## src/rtl/bw_fir_pkg.sv

```systemverilog
package bw_fir_pkg;
  // One radix-4 Booth digit: magnitude select plus sign.
  typedef struct packed {
    logic neg;
    logic two;
    logic one;
  } booth_digit_t;

  // Strobes from control to datapath.
  typedef struct packed {
    logic shift;
    logic load;
  } fir_strobe_t;
endpackage

```

## src/rtl/bw_booth_recoder.sv

```systemverilog
module bw_booth_recoder
  import bw_fir_pkg::*;
#(
  parameter int M_BITS = 8,
  parameter int DIGITS = (M_BITS + 2) / 2
) (
  input  logic [M_BITS-1:0]        coef,
  output booth_digit_t [DIGITS-1:0] digits
);
  localparam int EXT = 2 * DIGITS + 1;

  logic [EXT-1:0] ext;
  assign ext = {{(EXT - 1 - M_BITS){coef[M_BITS-1]}}, coef, 1'b0};

  generate
    for (genvar j = 0; j < DIGITS; j++) begin : g_dig
      logic b2, b1, b0;
      assign b2 = ext[2*j+2];
      assign b1 = ext[2*j+1];
      assign b0 = ext[2*j];
      assign digits[j].one = b1 ^ b0;
      assign digits[j].two = (b2 & ~b1 & ~b0) | (~b2 & b1 & b0);
      assign digits[j].neg = b2 & ~(b1 & b0);
    end
  endgenerate

  // the digit set must reproduce the coefficient exactly
  always_comb begin
    longint decoded;
    longint mag;
    decoded = 0;
    for (int j = 0; j < DIGITS; j++) begin
      mag = digits[j].two ? 2 : (digits[j].one ? 1 : 0);
      decoded += (digits[j].neg ? -mag : mag) * (longint'(1) <<< (2 * j));
    end
    assert_booth_exact_R3: assert (decoded == longint'($signed(coef)))
      else $error("Booth digits do not reproduce coefficient");
  end
endmodule

```

## src/rtl/bw_tap_mult.sv

```systemverilog
module bw_tap_mult
  import bw_fir_pkg::*;
#(
  parameter int N_BITS = 8,
  parameter int M_BITS = 8,
  parameter int DIGITS = (M_BITS + 2) / 2
) (
  input  logic [N_BITS-1:0]         sample,
  input  booth_digit_t [DIGITS-1:0] digits,
  output logic [N_BITS+M_BITS-1:0]  product
);
  localparam int P    = N_BITS + M_BITS;
  localparam int ROWS = (DIGITS < 2) ? 2 : DIGITS;

  logic [P-1:0] xExt;
  logic [P-1:0] pp [ROWS];

  assign xExt = {{M_BITS{sample[N_BITS-1]}}, sample};

  // Partial-product generator driven by stored digits
  always_comb begin
    logic [P-1:0] mag;
    for (int r = 0; r < ROWS; r++) pp[r] = '0;
    for (int j = 0; j < DIGITS; j++) begin
      mag   = digits[j].two ? (xExt << 1) : (digits[j].one ? xExt : '0);
      pp[j] = (digits[j].neg ? (~mag + 1'b1) : mag) << (2 * j);
    end
  end

  // Wallace reduction: layers of 3:2 compressors, no registers
  always_comb begin
    logic [P-1:0] work [ROWS];
    logic [P-1:0] nxt  [ROWS];
    int cnt;
    int nc;
    for (int r = 0; r < ROWS; r++) work[r] = pp[r];
    cnt = ROWS;
    for (int lv = 0; lv < ROWS; lv++) begin
      for (int r = 0; r < ROWS; r++) nxt[r] = '0;
      nc = 0;
      for (int i = 0; i < ROWS; i += 3) begin
        if (i + 2 < cnt) begin
          nxt[nc]     = work[i] ^ work[i+1] ^ work[i+2];
          nxt[nc + 1] = ((work[i] & work[i+1]) | (work[i] & work[i+2]) |
                         (work[i+1] & work[i+2])) << 1;
          nc += 2;
        end else if (i < cnt) begin
          nxt[nc] = work[i];
          nc += 1;
          if (i + 1 < cnt) begin
            nxt[nc] = work[i+1];
            nc += 1;
          end
        end
      end
      if (cnt > 2) begin
        for (int r = 0; r < ROWS; r++) work[r] = nxt[r];
        cnt = nc;
      end
    end
    product = work[0] + work[1];
  end

  // the tree output equals the true signed product
  always_comb begin
    longint dv;
    longint mag;
    dv = 0;
    for (int j = 0; j < DIGITS; j++) begin
      mag = digits[j].two ? 2 : (digits[j].one ? 1 : 0);
      dv += (digits[j].neg ? -mag : mag) * (longint'(1) <<< (2 * j));
    end
    assert_tree_product_R3: assert (longint'($signed(product)) == longint'($signed(sample)) * dv)
      else $error("Wallace tree product mismatch");
  end
endmodule

```

## src/rtl/bw_fir_control.sv

```systemverilog
module bw_fir_control
  import bw_fir_pkg::*;
#(
  parameter int TAPS = 5,
  parameter int AW   = 3
) (
  input  logic          clk,
  input  logic          rstN,
  input  logic          inValid,
  input  logic          coefLoad,
  input  logic [AW-1:0] coefAddr,
  output fir_strobe_t   strb,
  output logic          outValid
);
  always_comb begin
    strb.shift = inValid;
    strb.load  = coefLoad && (int'(coefAddr) < TAPS);
  end

  always_ff @(posedge clk or negedge rstN) begin
    if (!rstN) outValid <= 1'b0;
    else       outValid <= inValid;
  end

  assert_valid_follows_R2: assert property (@(posedge clk) disable iff (!rstN)
    inValid |=> outValid) else $error("missing result valid");
  assert_no_spurious_valid_R2: assert property (@(posedge clk) disable iff (!rstN)
    !inValid |=> !outValid) else $error("spurious result valid");
  assert_range_gate_R6: assert property (@(posedge clk) disable iff (!rstN)
    (coefLoad && int'(coefAddr) >= TAPS) |-> !strb.load) else $error("out-of-range load passed");
endmodule

```

## src/rtl/bw_fir_datapath.sv

```systemverilog
module bw_fir_datapath
  import bw_fir_pkg::*;
#(
  parameter int N_BITS = 8,
  parameter int M_BITS = 8,
  parameter int TAPS   = 5,
  parameter int AW     = 3,
  parameter int W      = N_BITS + M_BITS + $clog2(TAPS)
) (
  input  logic              clk,
  input  logic              rstN,
  input  fir_strobe_t       strb,
  input  logic [N_BITS-1:0] inData,
  input  logic [AW-1:0]     coefAddr,
  input  logic [M_BITS-1:0] coefData,
  output logic [W-1:0]      outData
);
  localparam int DIGITS = (M_BITS + 2) / 2;
  localparam int P      = N_BITS + M_BITS;

  booth_digit_t [DIGITS-1:0]            newDigits;
  booth_digit_t [TAPS-1:0][DIGITS-1:0]  coefDigits;
  logic [TAPS-1:0][N_BITS-1:0]          tapSample;
  logic [P-1:0]                         prod [TAPS];
  logic signed [W-1:0]                  tapSum;

  // Shared recoder: the only Booth encoding logic in the filter
  bw_booth_recoder #(.M_BITS(M_BITS), .DIGITS(DIGITS)) recoder_i (
    .coef   (coefData),
    .digits (newDigits)
  );

  // Per-tap digit storage and delay line
  assign tapSample[0] = inData;
  generate
    for (genvar k = 0; k < TAPS; k++) begin : g_tap
      always_ff @(posedge clk or negedge rstN) begin
        if (!rstN)                                 coefDigits[k] <= '0;
        else if (strb.load && int'(coefAddr) == k) coefDigits[k] <= newDigits;
      end
      if (k > 0) begin : g_dly
        always_ff @(posedge clk or negedge rstN) begin
          if (!rstN)           tapSample[k] <= '0;
          else if (strb.shift) tapSample[k] <= tapSample[k-1];
        end
      end
      bw_tap_mult #(.N_BITS(N_BITS), .M_BITS(M_BITS), .DIGITS(DIGITS)) mult_i (
        .sample  (tapSample[k]),
        .digits  (coefDigits[k]),
        .product (prod[k])
      );
    end
  endgenerate

  always_comb begin
    tapSum = '0;
    for (int k = 0; k < TAPS; k++) tapSum = tapSum + W'($signed(prod[k]));
  end

  always_ff @(posedge clk or negedge rstN) begin
    if (!rstN)           outData <= '0;
    else if (strb.shift) outData <= tapSum;
  end

  assert_hold_result_R8: assert property (@(posedge clk) disable iff (!rstN)
    !strb.shift |=> $stable(outData)) else $error("result changed without sample");
  assert_coef_stable_R6: assert property (@(posedge clk) disable iff (!rstN)
    !strb.load |=> $stable(coefDigits)) else $error("coefficient changed without load");
  assert_coef_written_R5: assert property (@(posedge clk) disable iff (!rstN)
    strb.load |=> coefDigits[$past(coefAddr)] == $past(newDigits))
    else $error("coefficient write lost");
endmodule

```

## src/rtl/bw_fir_filter.sv

```systemverilog
module bw_fir_filter
  import bw_fir_pkg::*;
#(
  parameter int N_BITS = 8,
  parameter int M_BITS = 8,
  parameter int TAPS   = 5,
  localparam int AW    = (TAPS > 1) ? $clog2(TAPS) : 1,
  localparam int W     = N_BITS + M_BITS + $clog2(TAPS)
) (
  input  logic              clk,
  input  logic              rstN,
  input  logic              inValid,
  input  logic [N_BITS-1:0] inData,
  input  logic              coefLoad,
  input  logic [AW-1:0]     coefAddr,
  input  logic [M_BITS-1:0] coefData,
  output logic              outValid,
  output logic [W-1:0]      outData
);
  fir_strobe_t strb;

  bw_fir_control #(.TAPS(TAPS), .AW(AW)) ctrl_i (
    .clk      (clk),
    .rstN     (rstN),
    .inValid  (inValid),
    .coefLoad (coefLoad),
    .coefAddr (coefAddr),
    .strb     (strb),
    .outValid (outValid)
  );

  bw_fir_datapath #(.N_BITS(N_BITS), .M_BITS(M_BITS), .TAPS(TAPS), .AW(AW), .W(W)) dp_i (
    .clk      (clk),
    .rstN     (rstN),
    .strb     (strb),
    .inData   (inData),
    .coefAddr (coefAddr),
    .coefData (coefData),
    .outData  (outData)
  );
endmodule

```

## config.mk

```make
export PLATFORM = sky130hd
export DESIGN_NAME = bw_fir_filter
export DESIGN_NICKNAME = d
export VERILOG_FILES = /design/src/rtl/bw_fir_pkg.sv /design/src/rtl/bw_booth_recoder.sv /design/src/rtl/bw_tap_mult.sv /design/src/rtl/bw_fir_control.sv /design/src/rtl/bw_fir_datapath.sv /design/src/rtl/bw_fir_filter.sv
export SDC_FILE = /design/constraint.sdc
export NUM_CORES = 1
export LEC_CHECK = 0
export BUFFER_PORTS_ARGS = -buffer_cell sky130_fd_sc_hd__buf_4
export CAP_MARGIN = 10
export CORE_MARGIN = 2
export CORE_UTILIZATION = 50
export DETAILED_ROUTE_END_ITERATION = 16
export PLACE_DENSITY = 0.66
export SYNTH_ARGS = -nofsm -noshare
export SYNTH_HDL_FRONTEND = slang
export SYNTH_SLANG_ARGS = --single-unit
```

## constraint.sdc

```tcl
create_clock -name clk -period 16.9 [get_ports clk]
set_input_delay 3.38 -clock clk [delete_from_list [all_inputs] [get_ports clk]]
set_output_delay 3.38 -clock clk [all_outputs]
set_load 0.005 [all_outputs]
```

# Word-level counts from Yosys, hierarchy flattened
# Cells that the tools add are included.
# word_totals
register_bits	112
output_inout_bits	20
# op_classes
n_addsub	29
n_lt_le_gt_ge	1
n_eq_ne	4
muxes	60
bitwise_logic	136
reduce_logical	7
# ops
op	count
$and 15x15->15	35
$xor 16x16->16	25
$or 15x15->15	20
$mux 16	15
$mux 14	15
$mux 12	15
$mux 10	15
$add 16x1->16 const B	5
$add 16x16->16	5
$not 16->16	5
$add 14x1->14 const B	5
$not 14->14	5
$add 12x1->12 const B	5
$not 12->12	5
$add 10x1->10 const B	5
$not 10->10	5
$add 19x16->19	2
$and 1x1->1	19
$add 17x16->18	1
$add 16x16->17	1
$not 1->1	11
$eq 3x3->1 const B	3
$logic_and 1x1->1	6
$eq 3x2->1 const B	1
other kinds (4)	8

# Longest topological paths before layout
# logic_depth
ltp_word	17
ltp_mapped	35

# Hierarchy
# From an unflattened synthesis, not the netlist that was laid out.
# unflattened
hier_cells	2868
area_unflattened_um2	23368.7
# by_module_without_submodules
module	n_inst	cells_each	area_per_inst_um2	seq_area_each_um2
bw_fir_datapath	1	543	6990.5	3153.0
bw_tap_mult at dp_i.g_tap[2].mult_i ...	2	458	3226.8	0.0
bw_tap_mult at dp_i.g_tap[0].mult_i	1	467	3258.1	0.0
bw_tap_mult at dp_i.g_tap[1].mult_i	1	465	3243.1	0.0
bw_tap_mult at dp_i.g_tap[4].mult_i	1	451	3215.6	0.0
bw_booth_recoder	1	22	163.9	0.0
bw_fir_control	1	4	43.8	25.0

# Worst setup path after synthesis
# No wires, ideal clock.
# synth_timing
path_kind	input to register
startpoint	input inData[3]
endpoint	register dp_i.outData[18]
setup_ns	0.124
arrival_time_ns	9.433
t_required_ns	16.776
path_slack_ns	7.343
stages	28
n_path_buf	2
path_cell_list	buf_6 > or4_4 > buf_6 > or2_2 > a311oi_1 > a21oi_1 > o22ai_1 > fa_1 > fa_1 > ha_1 > ha_1 > nor2b_1 > o21ai_0 > a21oi_1 > o21ai_0 > a21oi_1 > a31oi_1 > xnor2_1 > fa_1 > inv_1 > ha_1 > o21ai_0 > nand2b_1 > a21o_1 > a21oi_1 > or3_1 > mux2i_1 > a211o_1
# synth_between
elab_chain_cells	17
elab_cells_between_ends	41
# synth_rtl
item	line_no	source
start, declared	bw_fir_filter.sv:13	input logic [N_BITS-1:0] inData,
$mux 16, or another cell as far along (2 in series)	bw_tap_mult.sv:25	mag = digits[j].two ? (xExt << 1) : (digits[j].one ? xExt : '0);
$not 16->16, or another cell as far along	bw_tap_mult.sv:26	pp[j] = (digits[j].neg ? (~mag + 1'b1) : mag) << (2 * j);
$add 16x1->16, or another cell as far along	bw_tap_mult.sv:26	
$mux 16, or another cell as far along	bw_tap_mult.sv:26	
$and 15x15->15	bw_tap_mult.sv:44	nxt[nc + 1] = ((work[i] & work[i+1]) | (work[i] & work[i+2]) |
$or 15x15->15 (2 in series)	bw_tap_mult.sv:44	
$and 15x15->15	bw_tap_mult.sv:44	
$or 15x15->15 (2 in series)	bw_tap_mult.sv:44	
$xor 16x16->16 / $and 15x15->15 (equally long branches)	bw_tap_mult.sv:43, bw_tap_mult.sv:44	
$add 16x16->16 *	bw_tap_mult.sv:61	product = work[0] + work[1];
$add 16x16->17 *	bw_fir_datapath.sv:57	for (int k = 0; k < TAPS; k++) tapSum = tapSum + W'($signed(prod[k]));
$add 17x16->18 *	bw_fir_datapath.sv:57	
$add 19x16->19 * (2 in series)	bw_fir_datapath.sv:57	
end signal, assigned	bw_fir_datapath.sv:62	else if (strb.shift) outData <= tapSum;
end, declared	bw_fir_datapath.sv:16	output logic [W-1:0] outData
# Mark *: on every way between the ends. The rest lies on a longest branch, timed or not.
# A chain may end at the register's enable or synchronous reset.

# Final worst setup path
# layout_timing
startpoint	input inData[0]
endpoint	register dp_i.outData[17]
# Same word-level chain as after synthesis.

==> out/qor.yml <==
status: "complete, no violations"
drv_slew: 0
wirelength_mm: 57.1
clock_path_buffers: 2
syn_inst: 2441
async_reset_ff_frac: 1.00
tns_ps: 0
yosysWarnings: 0
min_period_ps: 9860
avgViaCountPerCell: 6.06
drive_gt1_frac: 0.0755
initial_core_util: 0.509
worstRegToRegCells: 30
grt.total_usage: 0.278
grt_pass1_wl_mm: 91.0
antennaDiodeCount: 0
tightest_slew_ps: 999
fin_ws_ps: 7040
path_max_fanout: 16
io_pins: 43
cts.clk_slew.worst_paths_ps: 90
syn_avg_cell_area_um2: 8.12
gp_congestion: 0.907
dp_slack_ps: 6670
skew_ps: 14.6
grt_max_degree: 64
rows: 72
hpwl_mm: 43.6
yosys_most_used_dff: "dfrtp_1"
die_area_um2: 41200
antenna_found_initial: 0
fin_util: 0.527
syn-num-nets: 2791
fmax_ghz: 0.101
dr.pass1.iters: 5
rsz0062_at_grt: "false"
cts_tree: "built"
wl_per_cell_um: 20.0
vias: 17283
yosys.area.top_type_share: 0.157
cts_setup_buffers: 0
fp.dieH_um: 203
cap_violations: 0
core-area_um2: 38900
cts_buffers: 9
drt-initial-drc-count: 1460
drc: 0
fin_crit_sh: 0.584
final_nets: 2677
cts_resized: 0
insertion_delay_ps: 380
synth-edff-count: 0
ys_seq_elements: 112
hold_viol_final: 0
fp.dieW_um: 203
area_growth_pct: 3.54
hold_depth: 1
synth_area_leaders: "fa_1 (16%), dfrtp_1 (14%), ha_1 (11%), xnor2_1 (6.8%), nand2_1 (5.7%)"
holdBufCountCts: 0
port_buffers: 42
root_buffer: "clkbuf_16"
maxSlewHeadroom: 0.334
syn_area_um2: 19800
htreeDepth: 3
crit_type: "in -> reg"
ys_seq_area_frac: 0.141
ant_nets: 0
grt_pass1_vias: 16557
setup_viol_count_final: 0
yosysTopAreaCell: "fa_1"
arrival_ps: 10120
endpoint_kind: "register"
synth_cell_types: 72
cp-start-kind: "primary input"
clock_sinks: 112
required_ps: 17160
hold_path.class: "reg -> reg"
overflow: 0
-- sequential cells by signal, indices dropped and copies added (netlist names) --
| register | flops |
|---|---|
| dp_i.coefDigits | 60 |
| dp_i.outData | 19 |
| ctrl_i.outValid | 1 |
| dp_i.tapSample | 32 |
-- cells in the mapped netlist (39+ instances only) --
cell,number
a21o_1,39
a21oi_1,148
a22oi_1,67
clkbuf_1,147
dfrtp_1,112
fa_1,155
ha_1,172
inv_1,206
mux2_2,69
nand2_1,299
nor2_1,88
nor2b_1,72
o21ai_0,183
xnor2_1,154
xor2_1,59
-- critical path, stage by stage --
cell and delay, ps:
buf_4 170, or4_4 610, or2_2 340, a311oi_1 280
a21oi_1 70, o22ai_1 210, fa_1 470, fa_1 480
ha_1 310, ha_1 320, a21oi_1 230, o21ai_0 120
a21oi_1 270, o21ai_0 200, a311oi_1 470, fa_1 490
inv_1 70, ha_1 270, a211oi_1 310, nand2_1 80
o21ai_0 410, nor3_1 110, or3b_2 450
-- worst paths after layout --
path	start	to	slack, ps
worst max-delay path	inData[0]	dp_i.outData[17]$_DFFE_PN0P_	7040
worst min-delay path	dp_i.outData[18]$_DFFE_PN0P_	dp_i.outData[18]$_DFFE_PN0P_	510
worst max register to register	dp_i.coefDigits[61]$_DFFE_PN0P_	dp_i.outData[17]$_DFFE_PN0P_	7600
worst min register to register	dp_i.outData[18]$_DFFE_PN0P_	dp_i.outData[18]$_DFFE_PN0P_	510
max in group asynchronous	rstN	dp_i.coefDigits[62]$_DFFE_PN0P_	12570
min in group asynchronous	rstN	dp_i.coefDigits[24]$_DFFE_PN0P_	3070
-- through the flow --
step	instances	instance area [µm²]	hold slack, ps
after CTS	2850	20500	519
after floorplan	2441	19800	476
final	2850	20500	514
after detailed placement	2834	20200	498
after global placement	2834	20200	492
after global routing	2850	20500	532
-- kinds of logic after synthesis --
kind of cell / after synthesis / share of synthesized area
XOR/XNOR: 216 / 0.0976
flip-flops: 112 / 0.141
adder cells (fa/ha/maj): 327 / 0.265
buffers and inverters: 388 / 0.0749
AND/OR/NAND/NOR: 647 / 0.155
AO/OA/AOI/OAI: 657 / 0.213
multiplexers: 94 / 0.0519
-- layer usage --
metal  track usage  share of wire  vias to the layer above  routed length (µm)
li1              -              -                     8191                   -
met1         0.389           0.45                     8435               25700
met2         0.456           0.47                      594               26700
met3        0.0305          0.058                       63                3290
met4        0.0808          0.024                        0                1370
met5             0              0                        -                   0
-- placed cells by master, fill, tap and decap left out, types with 16 or more instances in the layout --
cell,Yosys,routed
or2_2,18,18
fa_1,155,155
o22ai_1,25,25
nor2b_1,72,72
mux2_2,69,69
a21oi_1,148,148
a21o_1,39,39
mux2i_1,25,25
a22oi_1,67,67
nand2_1,299,299
buf_4,0,55
xnor2_1,154,154
inv_1,206,206
nand2b_1,30,30
nor2_1,88,88
a22o_1,24,24
a311oi_1,29,29
ha_1,172,172
xor2_1,59,59
nand3_1,16,16
a31oi_1,16,16
o21ai_0,183,183
a211oi_1,30,30
nor3_1,30,30
dfrtp_1,112,112
-- final cells by class --
type | instances | area (µm²)
fillers | 3753 | 18400
multi-input cells | 1941 | 15500
flip-flops and latches | 112 | 2800
inverters | 208 | 781
well taps | 518 | 648
repair buffers | 55 | 413
clock buffers | 9 | 225
clock inverters | 7 | 113
Power is not shown: default switching activity piles up to over one toggle a cycle in this logic, so the estimate is an artifact.
